**src/rtl/tpm_pkg.sv**
```systemverilog
package tpm_pkg;
  localparam logic [7:0] UNLOCK_KEY_A = 8'hA5;
  localparam logic [7:0] UNLOCK_KEY_B = 8'h5A;
  localparam int OFS_W = 6;
  localparam logic [OFS_W-1:0] OFS_TASK   = 6'h20;
  localparam logic [OFS_W-1:0] OFS_EDIT   = 6'h21;
  localparam logic [OFS_W-1:0] OFS_IRQCLR = 6'h22;
  localparam logic [OFS_W-1:0] OFS_UNLOCK = 6'h23;
  localparam int PAGE_BITS = 4;
  localparam int NUM_PAGES = 1 << PAGE_BITS;

  typedef struct packed {
    logic rsvd;
    logic irq_wr;
    logic ro;
  } page_flags_t;
endpackage

```
**src/rtl/tpm_ctrl.sv**
```systemverilog
module tpm_ctrl
  import tpm_pkg::*;
#(
  parameter int TASK_W = 2
) (
  input  logic                 clk_i,
  input  logic                 rst_ni,
  input  logic                 win_wr_i,
  input  logic [OFS_W-1:0]     ofs_i,
  input  logic [7:0]           data_i,
  input  logic                 irq_set_i,
  output logic                 en_o,
  output logic [TASK_W-1:0]    task_o,
  output logic [TASK_W-1:0]    edit_o,
  output logic                 tbl_we_o,
  output logic                 tbl_flags_o,
  output logic [PAGE_BITS-1:0] tbl_page_o,
  output logic                 irq_o
);
  logic              en_q, stage_q, irq_q;
  logic [TASK_W-1:0] task_q, edit_q;
  logic              wr_task, wr_edit, wr_clr, wr_unl;

  assign wr_task = win_wr_i && (ofs_i == OFS_TASK);
  assign wr_edit = win_wr_i && (ofs_i == OFS_EDIT);
  assign wr_clr  = win_wr_i && (ofs_i == OFS_IRQCLR);
  assign wr_unl  = win_wr_i && (ofs_i == OFS_UNLOCK);

  assign tbl_we_o    = win_wr_i && !ofs_i[5];
  assign tbl_flags_o = ofs_i[4];
  assign tbl_page_o  = ofs_i[3:0];

  always_ff @(posedge clk_i or negedge rst_ni) begin
    if (!rst_ni) begin
      en_q    <= 1'b0;
      stage_q <= 1'b0;
      task_q  <= '0;
      edit_q  <= '0;
      irq_q   <= 1'b0;
    end else begin
      if (win_wr_i) begin
        // unlock needs back-to-back window writes
        if (wr_unl && data_i == UNLOCK_KEY_A) begin
          stage_q <= 1'b1;
        end else begin
          stage_q <= 1'b0;
          if (wr_unl && stage_q && data_i == UNLOCK_KEY_B) en_q <= 1'b1;
        end
      end
      if (wr_task) task_q <= data_i[TASK_W-1:0];
      if (wr_edit) edit_q <= data_i[TASK_W-1:0];
      if (wr_clr)         irq_q <= 1'b0;
      else if (irq_set_i) irq_q <= 1'b1;
    end
  end

  assign en_o   = en_q;
  assign task_o = task_q;
  assign edit_o = edit_q;
  assign irq_o  = irq_q;


  enable_sticky_chk: assert property (@(posedge clk_i) disable iff (!rst_ni)
    en_q |=> en_q);

  irq_hold_chk: assert property (@(posedge clk_i) disable iff (!rst_ni)
    (irq_q && !wr_clr) |=> irq_q);

  irq_cause_chk: assert property (@(posedge clk_i) disable iff (!rst_ni)
    $rose(irq_q) |-> $past(irq_set_i));

  task_hold_chk: assert property (@(posedge clk_i) disable iff (!rst_ni)
    !wr_task |=> $stable(task_q));
endmodule

```
**src/rtl/tpm_table.sv**
```systemverilog
module tpm_table
  import tpm_pkg::*;
#(
  parameter int NUM_TASKS = 4,
  parameter int TASK_W    = 2,
  parameter int PPN_W     = 8
) (
  input  logic                 clk_i,
  input  logic                 rst_ni,
  input  logic                 we_i,
  input  logic                 wr_flags_i,
  input  logic [TASK_W-1:0]    wr_task_i,
  input  logic [PAGE_BITS-1:0] wr_page_i,
  input  logic [7:0]           wr_data_i,
  input  logic [TASK_W-1:0]    rd_task_i,
  input  logic [PAGE_BITS-1:0] rd_page_i,
  output logic [PPN_W-1:0]     rd_ppn_o,
  output page_flags_t          rd_flags_o
);
  logic [PPN_W-1:0] ppn_q [NUM_TASKS][NUM_PAGES];
  page_flags_t      flg_q [NUM_TASKS][NUM_PAGES];
  logic [PPN_W+7:0] data_ext;

  assign data_ext = {{PPN_W{1'b0}}, wr_data_i};

  always_ff @(posedge clk_i or negedge rst_ni) begin
    if (!rst_ni) begin
      for (int t = 0; t < NUM_TASKS; t++) begin
        for (int p = 0; p < NUM_PAGES; p++) begin
          ppn_q[t][p] <= PPN_W'(p);
          flg_q[t][p] <= '0;
        end
      end
    end else if (we_i) begin
      if (wr_flags_i) flg_q[wr_task_i][wr_page_i] <= page_flags_t'(wr_data_i[2:0]);
      else            ppn_q[wr_task_i][wr_page_i] <= data_ext[PPN_W-1:0];
    end
  end

  assign rd_ppn_o   = ppn_q[rd_task_i][rd_page_i];
  assign rd_flags_o = flg_q[rd_task_i][rd_page_i];
endmodule

```
**src/rtl/tpm_xlate.sv**
```systemverilog
module tpm_xlate
  import tpm_pkg::*;
#(
  parameter int TASK_W     = 2,
  parameter int PPN_W      = 8,
  parameter bit COMMON_TOP = 1'b1
) (
  input  logic [PAGE_BITS-1:0] page_i,
  input  logic                 rw_i,
  input  logic                 win_hit_i,
  input  logic                 en_i,
  input  logic [TASK_W-1:0]    task_i,
  output logic [TASK_W-1:0]    lk_task_o,
  input  logic [PPN_W-1:0]     lk_ppn_i,
  input  page_flags_t          lk_flags_i,
  output logic [PPN_W-1:0]     ppn_o,
  output logic                 inhibit_o,
  output logic                 irq_set_o
);
  logic prot_wr;
  logic rsvd_unused;

  generate
    if (COMMON_TOP) begin : g_common
      assign lk_task_o = (page_i == PAGE_BITS'(NUM_PAGES-1)) ? '0 : task_i;
    end else begin : g_private
      assign lk_task_o = task_i;
    end
  endgenerate

  assign rsvd_unused = lk_flags_i.rsvd;
  assign ppn_o     = en_i ? lk_ppn_i : PPN_W'(page_i);
  assign prot_wr   = en_i && !win_hit_i && !rw_i;
  assign inhibit_o = (win_hit_i && !rw_i) || (prot_wr && lk_flags_i.ro);
  assign irq_set_o = prot_wr && lk_flags_i.irq_wr;
endmodule

```
**src/rtl/task_page_mapper.sv**
```systemverilog
module task_page_mapper
  import tpm_pkg::*;
#(
  parameter int          PPN_W      = 8,
  parameter int          NUM_TASKS  = 4,
  parameter logic [15:0] WIN_BASE   = 16'hFFC0,
  parameter bit          COMMON_TOP = 1'b1
) (
  input  logic             clk_i,
  input  logic             rst_ni,
  input  logic [15:0]      cpu_addr_i,
  input  logic [7:0]       cpu_data_i,
  input  logic             cpu_rw_i,
  output logic [PPN_W+11:0] phys_addr_o,
  output logic             wr_inhibit_o,
  output logic             irq_o
);
  localparam int TASK_W = (NUM_TASKS > 1) ? $clog2(NUM_TASKS) : 1;

  logic                 win_hit, win_wr, en, irq_set;
  logic [TASK_W-1:0]    act_task, edit_task, lk_task;
  logic                 tbl_we, tbl_flags;
  logic [PAGE_BITS-1:0] tbl_page, page;
  logic [PPN_W-1:0]     lk_ppn, ppn;
  page_flags_t          lk_flags;

  assign page    = cpu_addr_i[15:12];
  assign win_hit = (cpu_addr_i[15:OFS_W] == WIN_BASE[15:OFS_W]);
  assign win_wr  = win_hit && !cpu_rw_i;

  tpm_ctrl #(.TASK_W(TASK_W)) ctrl_i (
    .clk_i, .rst_ni,
    .win_wr_i(win_wr), .ofs_i(cpu_addr_i[OFS_W-1:0]), .data_i(cpu_data_i),
    .irq_set_i(irq_set), .en_o(en), .task_o(act_task), .edit_o(edit_task),
    .tbl_we_o(tbl_we), .tbl_flags_o(tbl_flags), .tbl_page_o(tbl_page),
    .irq_o(irq_o)
  );

  tpm_table #(.NUM_TASKS(NUM_TASKS), .TASK_W(TASK_W), .PPN_W(PPN_W)) table_i (
    .clk_i, .rst_ni,
    .we_i(tbl_we), .wr_flags_i(tbl_flags), .wr_task_i(edit_task),
    .wr_page_i(tbl_page), .wr_data_i(cpu_data_i),
    .rd_task_i(lk_task), .rd_page_i(page),
    .rd_ppn_o(lk_ppn), .rd_flags_o(lk_flags)
  );

  tpm_xlate #(.TASK_W(TASK_W), .PPN_W(PPN_W), .COMMON_TOP(COMMON_TOP)) xlate_i (
    .page_i(page), .rw_i(cpu_rw_i), .win_hit_i(win_hit), .en_i(en),
    .task_i(act_task), .lk_task_o(lk_task), .lk_ppn_i(lk_ppn),
    .lk_flags_i(lk_flags), .ppn_o(ppn), .inhibit_o(wr_inhibit_o),
    .irq_set_o(irq_set)
  );

  assign phys_addr_o = {ppn, cpu_addr_i[11:0]};


  disabled_identity_chk: assert property (@(posedge clk_i) disable iff (!rst_ni)
    !en |-> (phys_addr_o == (PPN_W+12)'(cpu_addr_i)));

  disabled_no_irq_chk: assert property (@(posedge clk_i) disable iff (!rst_ni)
    !en |=> !$rose(irq_o));

  win_write_blocked_chk: assert property (@(posedge clk_i) disable iff (!rst_ni)
    win_wr |-> wr_inhibit_o);

  read_never_inhibited_chk: assert property (@(posedge clk_i) disable iff (!rst_ni)
    cpu_rw_i |-> !wr_inhibit_o);
endmodule

```
**config.mk**
```make
export PLATFORM = sky130hd
export DESIGN_NAME = task_page_mapper
export DESIGN_NICKNAME = d
export VERILOG_FILES = /design/src/rtl/tpm_pkg.sv /design/src/rtl/tpm_ctrl.sv /design/src/rtl/tpm_table.sv /design/src/rtl/tpm_xlate.sv /design/src/rtl/task_page_mapper.sv
export SDC_FILE = /design/constraint.sdc
export NUM_CORES = 1
export LEC_CHECK = 0
export BUFFER_PORTS_ARGS = -buffer_cell sky130_fd_sc_hd__buf_2
export CAP_MARGIN = 20
export CORE_MARGIN = 8
export CORE_UTILIZATION = 63
export CTS_BUF_LIST = sky130_fd_sc_hd__clkbuf_16
export DETAILED_ROUTE_END_ITERATION = 8
export GPL_TIMING_DRIVEN = 0
export PLACE_DENSITY_LB_ADDON = 0.12
export REMOVE_ABC_BUFFERS = 1
export SYNTH_ARGS = -nofsm -noshare
export SYNTH_HDL_FRONTEND = slang
export SYNTH_SLANG_ARGS = --single-unit
```
**constraint.sdc**
```tcl
create_clock -name clk_i -period 4.6 [get_ports clk_i]
set_clock_uncertainty 0.2 [all_clocks]
set_input_delay 1.15 -clock clk_i [delete_from_list [all_inputs] [get_ports clk_i]]
set_output_delay 1.15 -clock clk_i [all_outputs]
set_load 0.02 [all_outputs]
```
==> results of run 1 <==
==> what timing repair did <==
action                                  in CTS  in global routing
gates resized for setup                    150                 25
endpoints found under the setup margin     651                 84
setup buffers                               73                 22
pin swaps                                   39                 37
gates cloned                                22                  5
==> metrics by stage <==
stage / hold slack, ps / power, uW / instances
finish: 297 / 11700 / 3277
global route: 310 / 12000 / 3275
CTS: 294 / 11700 / 3246
detailed placement: 277 / 6350 / 3026
global placement: 267 / 6310 / 2990
floorplan: 258 / 5920 / 2278
==> final timing paths <==
check / start / endpoint / slack (ps) / cells past startpoint
worst max-delay path: cpu_addr_i[12] / phys_addr_o[17] / -230 / 12
worst min-delay path: table_i.flg_q[177] / table_i.flg_q[177] / 300 / 1
worst max register to register: ctrl_i.task_o[0] / ctrl_i.irq_o / 1560 / 8
worst min register to register: table_i.flg_q[177] / table_i.flg_q[177] / 300 / 1
max in group asynchronous: rst_ni / table_i.ppn_q[255] / 1710 / 4
min in group asynchronous: rst_ni / table_i.ppn_q[420] / 400 / 1
==> registers in the layout, summed over array words and instances, names as in the netlist <==
| register | count |
|---|---|
| ctrl_i.irq_o | 1 |
| ctrl_i.task_o | 2 |
| ctrl_i.en_o | 1 |
| table_i.flg_q | 128 |
| table_i.ppn_q | 512 |
| ctrl_i.stage_q | 1 |
| ctrl_i.edit_o | 2 |
==> cell usage in the layout (no fill, tap or decap), types with 23 or more instances in the layout <==
cell       instances
clkbuf_16         77
mux2_2           689
buf_12            24
o21ai_0          100
nor3_1            31
nor2_1            92
a21oi_1           43
nand2_2           40
buf_2             33
mux2_1            36
buf_4             76
a31oi_1           30
nand3_1           23
a211oi_1          31
dfrtp_1          516
mux2i_1           57
nand2_1          132
dfstp_2          128
inv_1             36
==> cell families after synthesis <==
group | share of synthesized area, %
multiplexers | 29.7
buffers and inverters | 3.00
AND/OR/NAND/NOR | 6.64
AO/OA/AOI/OAI | 8.24
flip-flops | 52.5
==> cell type report <==
class	count	area, um2	area share (%)
repair inverters	1	16.3	0.0442
well taps	664	831	2.26
multi-input cells	1617	14500	39.5
diodes	2	5.00	0.0136
repair buffers	202	2800	7.63
clock buffers	73	1830	4.97
inverters	18	119	0.323
flip-flops and latches	647	16400	44.5
clock inverters	53	294	0.800
==> per-layer routing <==
layer	routed length (um)	vias to the layer above	track usage, %
met4	6020	0	19.9
met3	10800	371	9.26
met1	38800	11805	44.8
met2	46400	1440	53.4
met5	0	-	0
li1	-	9275	-
==> power by group <==
group	internal [uW]	switching, uW	leakage (uW)	total (uW)
combinational	215	516	0.00752	731
sequential	5700	0.376	0.00856	5700
clock	3020	2280	0.00113	5300
total	8930	2790	0.0172	11700
==> metrics.md, run 1 <==
| Metric | Value |
|---|---|
| Mean post-synth cell area | `~13 um2` |
| Final Hold Fails | `0` |
| Max incr delay on CP | `490 ps` |
| CP max-delay cell | `a222oi_1` |
| CTS Buf Count | `70` |
| Max Cap Viol | `0` |
| Final setup viols | `9` |
| WP data arrival | `around 3500 ps` |
| Initial Util | `about 64%` |
| Dpl ws | `-2700 ps` |
| Vias after detailed routing | `22891` |
| Synth top area cells | `dfrtp_1, mux2_2, dfstp_2` |
| Die Height | `approximately 240 um` |
| # hold bufs at CTS | `0` |
| CP Cell Sequence | `buf_16, buf_16, buf_12, clkinv_16, buf_16, a21oi_4, buf_6, a222oi_1, o22ai_2, o221ai_2, a31oi_2, buf_4` |
| Fillers | `a little over 3000` |
| Die Area | `approximately 0.057 mm2` |
| Total gr overflow | `0` |
| Sequential area share after synthesis | `52.5%` |
| Design area | `0.0368 mm2` |
| PD cells | `~320 mW/mm2` |
| Vias per cell | `~7.0` |
| Setup TNS after final layout | `-1080 ps` |
| Share of the synthesized area in the top cell type | `41.7%` |
| Largest net degree at the start of global routing | `roughly 130` |
| Vias in the first global route | `~23000` |
| Worst path bufs/invs | `7` |
| Status | `finished, violations left` |
| # DRC | `0` |
| Mapped Cells | `around 2500` |
| Post-DP Area | `0.0322 mm2` |
| Fin crit share | `105%` |
| GPL Wtd Cong | `between 0.8 and 0.9` |
| CTS Sinks | `roughly 650` |
| Drt total wl | `about 100000 um` |
| Post-synth top cells | `mux2_2, dfrtp_1, clkbuf_1` |
| Iter 0 DRT Violations | `around 3000` |
| Total Routing Usage GR | `around a third` |
| Slew margin rel. | `16.0%` |
| Register bit total from synthesis | `between 600 and 700` |
| Htree depth | `3` |
| Final ANT Viol Nets | `0` |
| Chip width | `238 um` |
| Leak | `between 0.015 and 0.02 uW` |
| Avg WL per Cell | `31.1 um` |
| Slew @ Worst Pin | `roughly 1300 ps` |
| Hold Crit Class | `flip-flop to flip-flop` |
| Netlist Area Pre-Place | `around 0.031 mm2` |
| Core area | `around 0.049 mm2` |
| Nets | `roughly 2600` |
| Longest Clk Path Bufs | `3` |
| Count leader, synth | `mux2_2` |
| Final WS setup | `-226 ps` |
| Top_reg_cell synth | `dfrtp_1` |
| P&R area growth vs syn | `18.0%` |
| Port Buffers | `between 40 and 50` |
| First-pass GRT wire length | `149000 um` |
| Fmax achieved | `207 MHz` |
| Yosys cell types | `70` |
| Initial antenna violation count | `3` |
| Number of synthesized flops with an enable pin | `0` |
| Share of cells above drive strength 1 | `approximately half` |
| RSZ-0062 raised after global routing | `yes` |
| Max-slew violations | `0` |
| CTS root buffer | `clkbuf_16` |
| Clock-pin slew on the worst setup and hold paths | `approximately 60 ps` |
| Layout Utilization | `between 70 and 80%` |
| Area leader, netlist | `dfrtp_1` |
| Fin crit period | `between 4000 and 5000 ps` |
| Synth warnings | `0` |
| Cell Rows | `81` |
| Crit end category | `primary output` |
| Failing checks | `setup timing` |
| Async set or reset register ratio after synthesis | `100%` |
| Pre-antenna DRT Iters | `8` |
| CP startpoint kind | `primary input` |
| WP data required | `3250 ps` |
| Top Ports | `just under 50` |
| CP Class | `primary input to primary output` |
| Critical Path Fanout Max | `7` |
| Worst VDD drop | `between 0.0002 and 0.0003 V` |
| Most used cell, CP | `buf_16` |
| DP HPWL | `54100 um` |
| Clock latency on the worst-skew pair | `610 ps` |
| CTS tree | `done` |
| Largest delay share family, worst path | `compound AO/OA/AOI/OAI gates` |
(Power assumes the default switching activity.)
==> inputs of run 2 (changes only) <==
- CORE_ASPECT_RATIO: default -> 1.75
- CORE_MARGIN: 8 -> default
- SKIP_CTS_REPAIR_TIMING: default -> 1
==> metrics.md, run 2 (same netlist as run 1, synthesis figures left out) <==
| Metric | Value |
|---|---|
| Hold Crit Class | `flip-flop to flip-flop` |
| CTS root buffer | `clkbuf_16` |
| Setup TNS after final layout | `-3020 ps (-1930 ps)` |
| CP Class | `primary input to primary output` |
| Share of cells above drive strength 1 | `46.5% (-1.8 points)` |
| Total gr overflow | `0 (unchanged)` |
| Design area | `0.0356 mm2 (-3.3%)` |
| Nets | `2534 (-1.9%)` |
| Top Ports | `49 (unchanged)` |
| Htree depth | `2 (-1)` |
| Most frequent cells in the layout | `mux2_2, dfrtp_1, nand2_1` |
| First-pass GRT wire length | `135000 um (-8.9%)` |
| Initial Util | `64.0% (+0.15 points)` |
| Die Area | `0.0504 mm2 (-11%)` |
| PD cells | `315 mW/mm2 (-1.2%)` |
| CTS Sinks | `647 (unchanged)` |
| Status | `finished, violations left` |
| Total Routing Usage GR | `36.4% (+1.5 points)` |
| Slew @ Worst Pin | `1180 ps (-70.5 ps)` |
| Initial antenna violation count | `0 (-3)` |
| Fin crit share | `112% (+7.3 points)` |
| Final ANT Viol Nets | `0 (unchanged)` |
| Core area | `0.0487 mm2 (-0.24%)` |
| Vias per cell | `6.92 (-0.95%)` |
| Crit end category | `primary output` |
| Commonest non-fill, non-tap cell in the layout | `mux2_2` |
| RSZ-0062 raised after global routing | `yes` |
| Pre-antenna DRT Iters | `5 (-3)` |
| Max Cap Viol | `0 (unchanged)` |
| Final Hold Fails | `0 (unchanged)` |
| Clock latency on the worst-skew pair | `600 ps (about the same)` |
| Cell Rows | `107 (+32%)` |
| Antenna cells | `0 (-2)` |
| Drt total wl | `98500 um (-3.4%)` |
| Vias in the first global route | `22380 (-4.6%)` |
| P&R area growth vs syn | `14.1%` |
| Final WS setup | `-563 ps (-337 ps)` |
| CP startpoint kind | `primary input` |
| CTS tree | `done` |
| CTS Buf Count | `57 (-19%)` |
| WP data required | `3250 ps (about the same)` |
| Post-DP Area | `0.0322 mm2 (+0.15%)` |
| Clock-pin slew on the worst setup and hold paths | `60 ps (about the same)` |
| Longest Clk Path Bufs | `3 (unchanged)` |
| Chip width | `170 um (-29%)` |
| Iter 0 DRT Violations | `2049 (-32%)` |
| Leak | `0.0166 uW (-3.5%)` |
| Fmax achieved | `194 MHz (-6.5%)` |
| Die Height | `296 um (+24%)` |
| Port Buffers | `48 (unchanged)` |
| # DRC | `0 (unchanged)` |
| Worst VDD drop | `0.000304 V (+10%)` |
| Max reg flops | `512 (unchanged)` |
| Slew margin rel. | `20.7% (+4.7 points)` |
| WP data arrival | `3810 ps (+330 ps)` |
| Failing checks | `setup timing` |
| Critical Path Fanout Max | `12 (+5)` |
| GPL Wtd Cong | `0.850 (+1.5%)` |
| Final setup viols | `9 (unchanged)` |
| Largest net degree at the start of global routing | `122 (-3.9%)` |
| Vias after detailed routing | `22203 (-3.0%)` |
| Fin crit period | `5160 ps (+337 ps)` |
| Avg WL per Cell | `30.7 um (-1.4%)` |
| Largest reg by FF count | `table_i.ppn_q` |
| Largest registers | `table_i.ppn_q x512, table_i.flg_q x128` |
| Max-slew violations | `0 (unchanged)` |
| DP HPWL | `56200 um (+3.9%)` |
-- run 2: final timing paths --
kind / endpoint / startpoint / depth (start not counted) / slack (ps)
min in group asynchronous: table_i.ppn_q[23] / rst_ni / 1 / 360
max reg2reg: ctrl_i.irq_o / ctrl_i.task_o[0] / 10 / 1580
max in group asynchronous: table_i.ppn_q[346] / rst_ni / 5 / 1510
max: phys_addr_o[18] / cpu_addr_i[12] / 9 / -560
min: table_i.ppn_q[459] / table_i.ppn_q[459] / 1 / 290
min reg2reg: table_i.ppn_q[459] / table_i.ppn_q[459] / 1 / 290
-- run 2: layout make-up --
cell class / instances / area (um2)
clock buffers: 59 / 1480
clock inverters: 48 / 364
fillers: 3306 / 13200
inverters: 18 / 90.1
multi-input cells: 1618 / 14300
flip-flops and latches: 647 / 16400
well taps: 654 / 818
repair buffers: 165 / 2130
-- run 2: through the flow --
stage	power [uW]	setup WS, ps	util, %	hold WS (ps)	instances
6_report	11200	-563	73.0	291	3209
5_1_grt	11500	-554	73.0	302	3209
4_1_cts	11100	-2620	70.0	294	3127
3_5_place_dp	6360	-2630	66.2	279	3020
3_3_place_gp	6310	-12750	64.3	269	2980
2_1_floorplan	5920	-5080	-	258	2278
-- run 2: worst max-delay path, cell delays in order --
cell      delay [ps]
buf_16           110
buf_6            250
nor2_1           200
buf_4            240
a222oi_1         600
o21ai_0          180
o211ai_1         530
nand4_1          270
buf_4            230
-- run 2: routing by layer --
layer,GRT usage (%),routed length (um),vias up
met5,0,0,-
li1,-,-,9144
met4,24.5,7860,0
met2,61.3,47800,1121
met1,43.2,35400,11549
met3,5.19,7450,389
-- run 2: report_power, final --
group | switching (uW) | leakage, uW | total [uW] | internal [uW]
sequential | 0.353 | 0.00856 | 5690 | 5690
combinational | 494 | 0.00707 | 674 | 180
clock | 2180 | 0.000962 | 4830 | 2650
==> inputs of run 3 (changes only) <==
- CORE_ASPECT_RATIO: 1.75 -> default
==> metrics.md, run 3 (same netlist as run 1, synthesis figures left out) <==
| Metric | Value |
|---|---|
| Vias after detailed routing | `22810 (+2.7%)` |
| Largest registers | `table_i.ppn_q x512, table_i.flg_q x128` |
| Iter 0 DRT Violations | `2666 (+30%)` |
| Vias per cell | `6.99 (+1.0%)` |
| GR met1 Demand/Resource | `48.2% (+5.0 points)` |
| CP Class | `primary input to primary output` |
| Dpl ws | `-2080 ps (+549 ps)` |
| Failing checks | `setup timing` |
| Total gr overflow | `0 (unchanged)` |
| Port Buffers | `48 (unchanged)` |
| Cell Rows | `81 (-24%)` |
| Hold Crit Class | `flip-flop to flip-flop` |
| Status | `finished, violations left` |
| Final setup viols | `9 (unchanged)` |
| Final WS setup | `-387 ps (+176 ps)` |
| Vias in the first global route | `21753 (-2.8%)` |
| Largest net degree at the start of global routing | `135 (+11%)` |
| GPL Wtd Cong | `0.830 (-2.3%)` |
| Fin crit period | `4990 ps (-176 ps)` |
| Critical Path Fanout Max | `5 (-7)` |
| Max-slew violations | `0 (unchanged)` |
| # DRC | `0 (unchanged)` |
| Max Cap Viol | `0 (unchanged)` |
| WHS | `290 ps (-1.53 ps)` |
| Routing usage on met3 | `8.24% (+3.1 points)` |
| GR peak layer | `met2` |
| Final ANT Viol Nets | `0 (unchanged)` |
| Most frequent cells in the layout | `mux2_2, dfrtp_1, nand2_1` |
| Final Hold Fails | `0 (unchanged)` |
| Leak | `0.0169 uW (+1.9%)` |
| Layout Utilization | `74.0% (+1.0 points)` |
| First-pass GRT wire length | `132000 um (-2.2%)` |
| Fin crit share | `108% (-3.8 points)` |
| CTS Sinks | `647 (unchanged)` |
| Initial antenna violation count | `0 (unchanged)` |
| Nets | `2571 (+1.5%)` |
| Drt total wl | `98400 um (-0.14%)` |
| WP data arrival | `3640 ps (-170 ps)` |
| Die Area | `0.0504 mm2 (about the same)` |
| Chip width | `224 um (+32%)` |
| WP data required | `3250 ps (about the same)` |
| Htree depth | `3 (+1)` |
| Inst Count DP | `3030 (+0.33%)` |
| Largest reg by FF count | `table_i.ppn_q` |
| Total Routing Usage GR | `35.0% (-1.3 points)` |
| RSZ-0062 raised after global routing | `yes` |
| CTS tree | `done` |
| Clock latency on the worst-skew pair | `610 ps (about the same)` |
| Top Ports | `49 (unchanged)` |
| Clock-pin slew on the worst setup and hold paths | `50 ps (about the same)` |
| Final std cells w/o fill | `3263 (+1.7%)` |
| Antenna cells | `0 (unchanged)` |
| Core area | `0.0488 mm2 (+0.24%)` |
| CTS Buf Count | `70 (+23%)` |
| Pre-antenna DRT Iters | `6 (+1)` |
| Fmax achieved | `201 MHz (+3.5%)` |
| Setup TNS after final layout | `-2020 ps (+997 ps)` |
| Met2 usage | `54.7% (-6.6 points)` |
| Max reg flops | `512 (unchanged)` |
| Commonest non-fill, non-tap cell in the layout | `mux2_2` |
| Reg-to-reg slack, setup | `1690 ps (+110 ps)` |
| Avg WL per Cell | `30.1 um (-1.8%)` |
| Worst VDD drop | `0.000328 V (+8.0%)` |
| Fillers | `3229 (-2.3%)` |
| P&R area growth vs syn | `15.9%` |
| Slew margin rel. | `19.4% (-1.4 points)` |
| Crit end category | `primary output` |
| CTS root buffer | `clkbuf_16` |
| DP HPWL | `53800 um (-4.3%)` |
| Die Height | `224 um (-24%)` |
| Initial Util | `63.8% (-0.15 points)` |
| Slew @ Worst Pin | `1200 ps (+20.4 ps)` |
| CP startpoint kind | `primary input` |
| Share of cells above drive strength 1 | `47.2% (+0.71 points)` |
| PD cells | `323 mW/mm2 (+2.7%)` |
| Longest Clk Path Bufs | `3 (unchanged)` |
-- run 3: cell count changes in the layout (fill, tap and decap cells not counted), moves of 3 or more --
cell       change
buf_4         +17
bufinv_16      -3
o21ai_0        -6
inv_1         +13
nor2_4         +3
o21ai_2        +5
a21oi_2        -3
a21oi_1        +3
clkinv_2       -3
clkbuf_16     +15
a31oi_2        -4
buf_16         -3
a31oi_1        +4
-- run 3: metrics by stage --
| step | cell area [um2] | power (uW) |
|---|---|---|
| 2_1_floorplan | 30300 | 5920 |
| 3_3_place_gp | 31400 | 6300 |
| 3_5_place_dp | 32200 | 6350 |
| 4_1_cts | 34400 | 11600 |
| 5_1_grt | 36100 | 12000 |
| 6_report | 36100 | 11700 |
-- run 3: final timing paths --
check	startpoint	endpoint	cells after the start
max reg2reg	ctrl_i.task_o[0]	ctrl_i.irq_o	9
min reg2reg	table_i.ppn_q[462]	table_i.ppn_q[462]	1
min	table_i.ppn_q[462]	table_i.ppn_q[462]	1
max	cpu_addr_i[13]	phys_addr_o[19]	10
max in group asynchronous	rst_ni	table_i.ppn_q[119]	4
min in group asynchronous	rst_ni	table_i.ppn_q[39]	1
-- run 3: final cells by class --
type | count | area (um2) | area share [%]
timing repair buffer | 186 | 2280 | 6.31
tap | 664 | 831 | 2.30
inverter | 18 | 118 | 0.326
sequential | 647 | 16400 | 45.3
clock inverter | 54 | 310 | 0.859
timing repair inverter | 1 | 11.3 | 0.0312
multi-input combinational | 1620 | 14400 | 39.8
clock buffer | 73 | 1830 | 5.06
-- run 3: routing by layer --
metal / share of wire [%] / up-vias
met5: 0 / -
met4: 4.6 / 0
met3: 11 / 318
met2: 45 / 1339
met1: 39 / 11867
li1: - / 9286
-- run 3: power breakdown --
part / switching [uW] / total (uW) / internal (uW)
clock: 2280 / 5310 / 3030
combinational: 495 / 673 / 178
sequential: 0.364 / 5700 / 5700
total: 2780 / 11700 / 8910
-- run 3: critical path: stages --
cell and delay, ps:
buf_16 120, buf_16 150, nand3_4 190, a21oi_4 140, buf_12 170, a222oi_1 440
o21ai_1 240, o211ai_1 570, nand4_1 210, buf_4 200
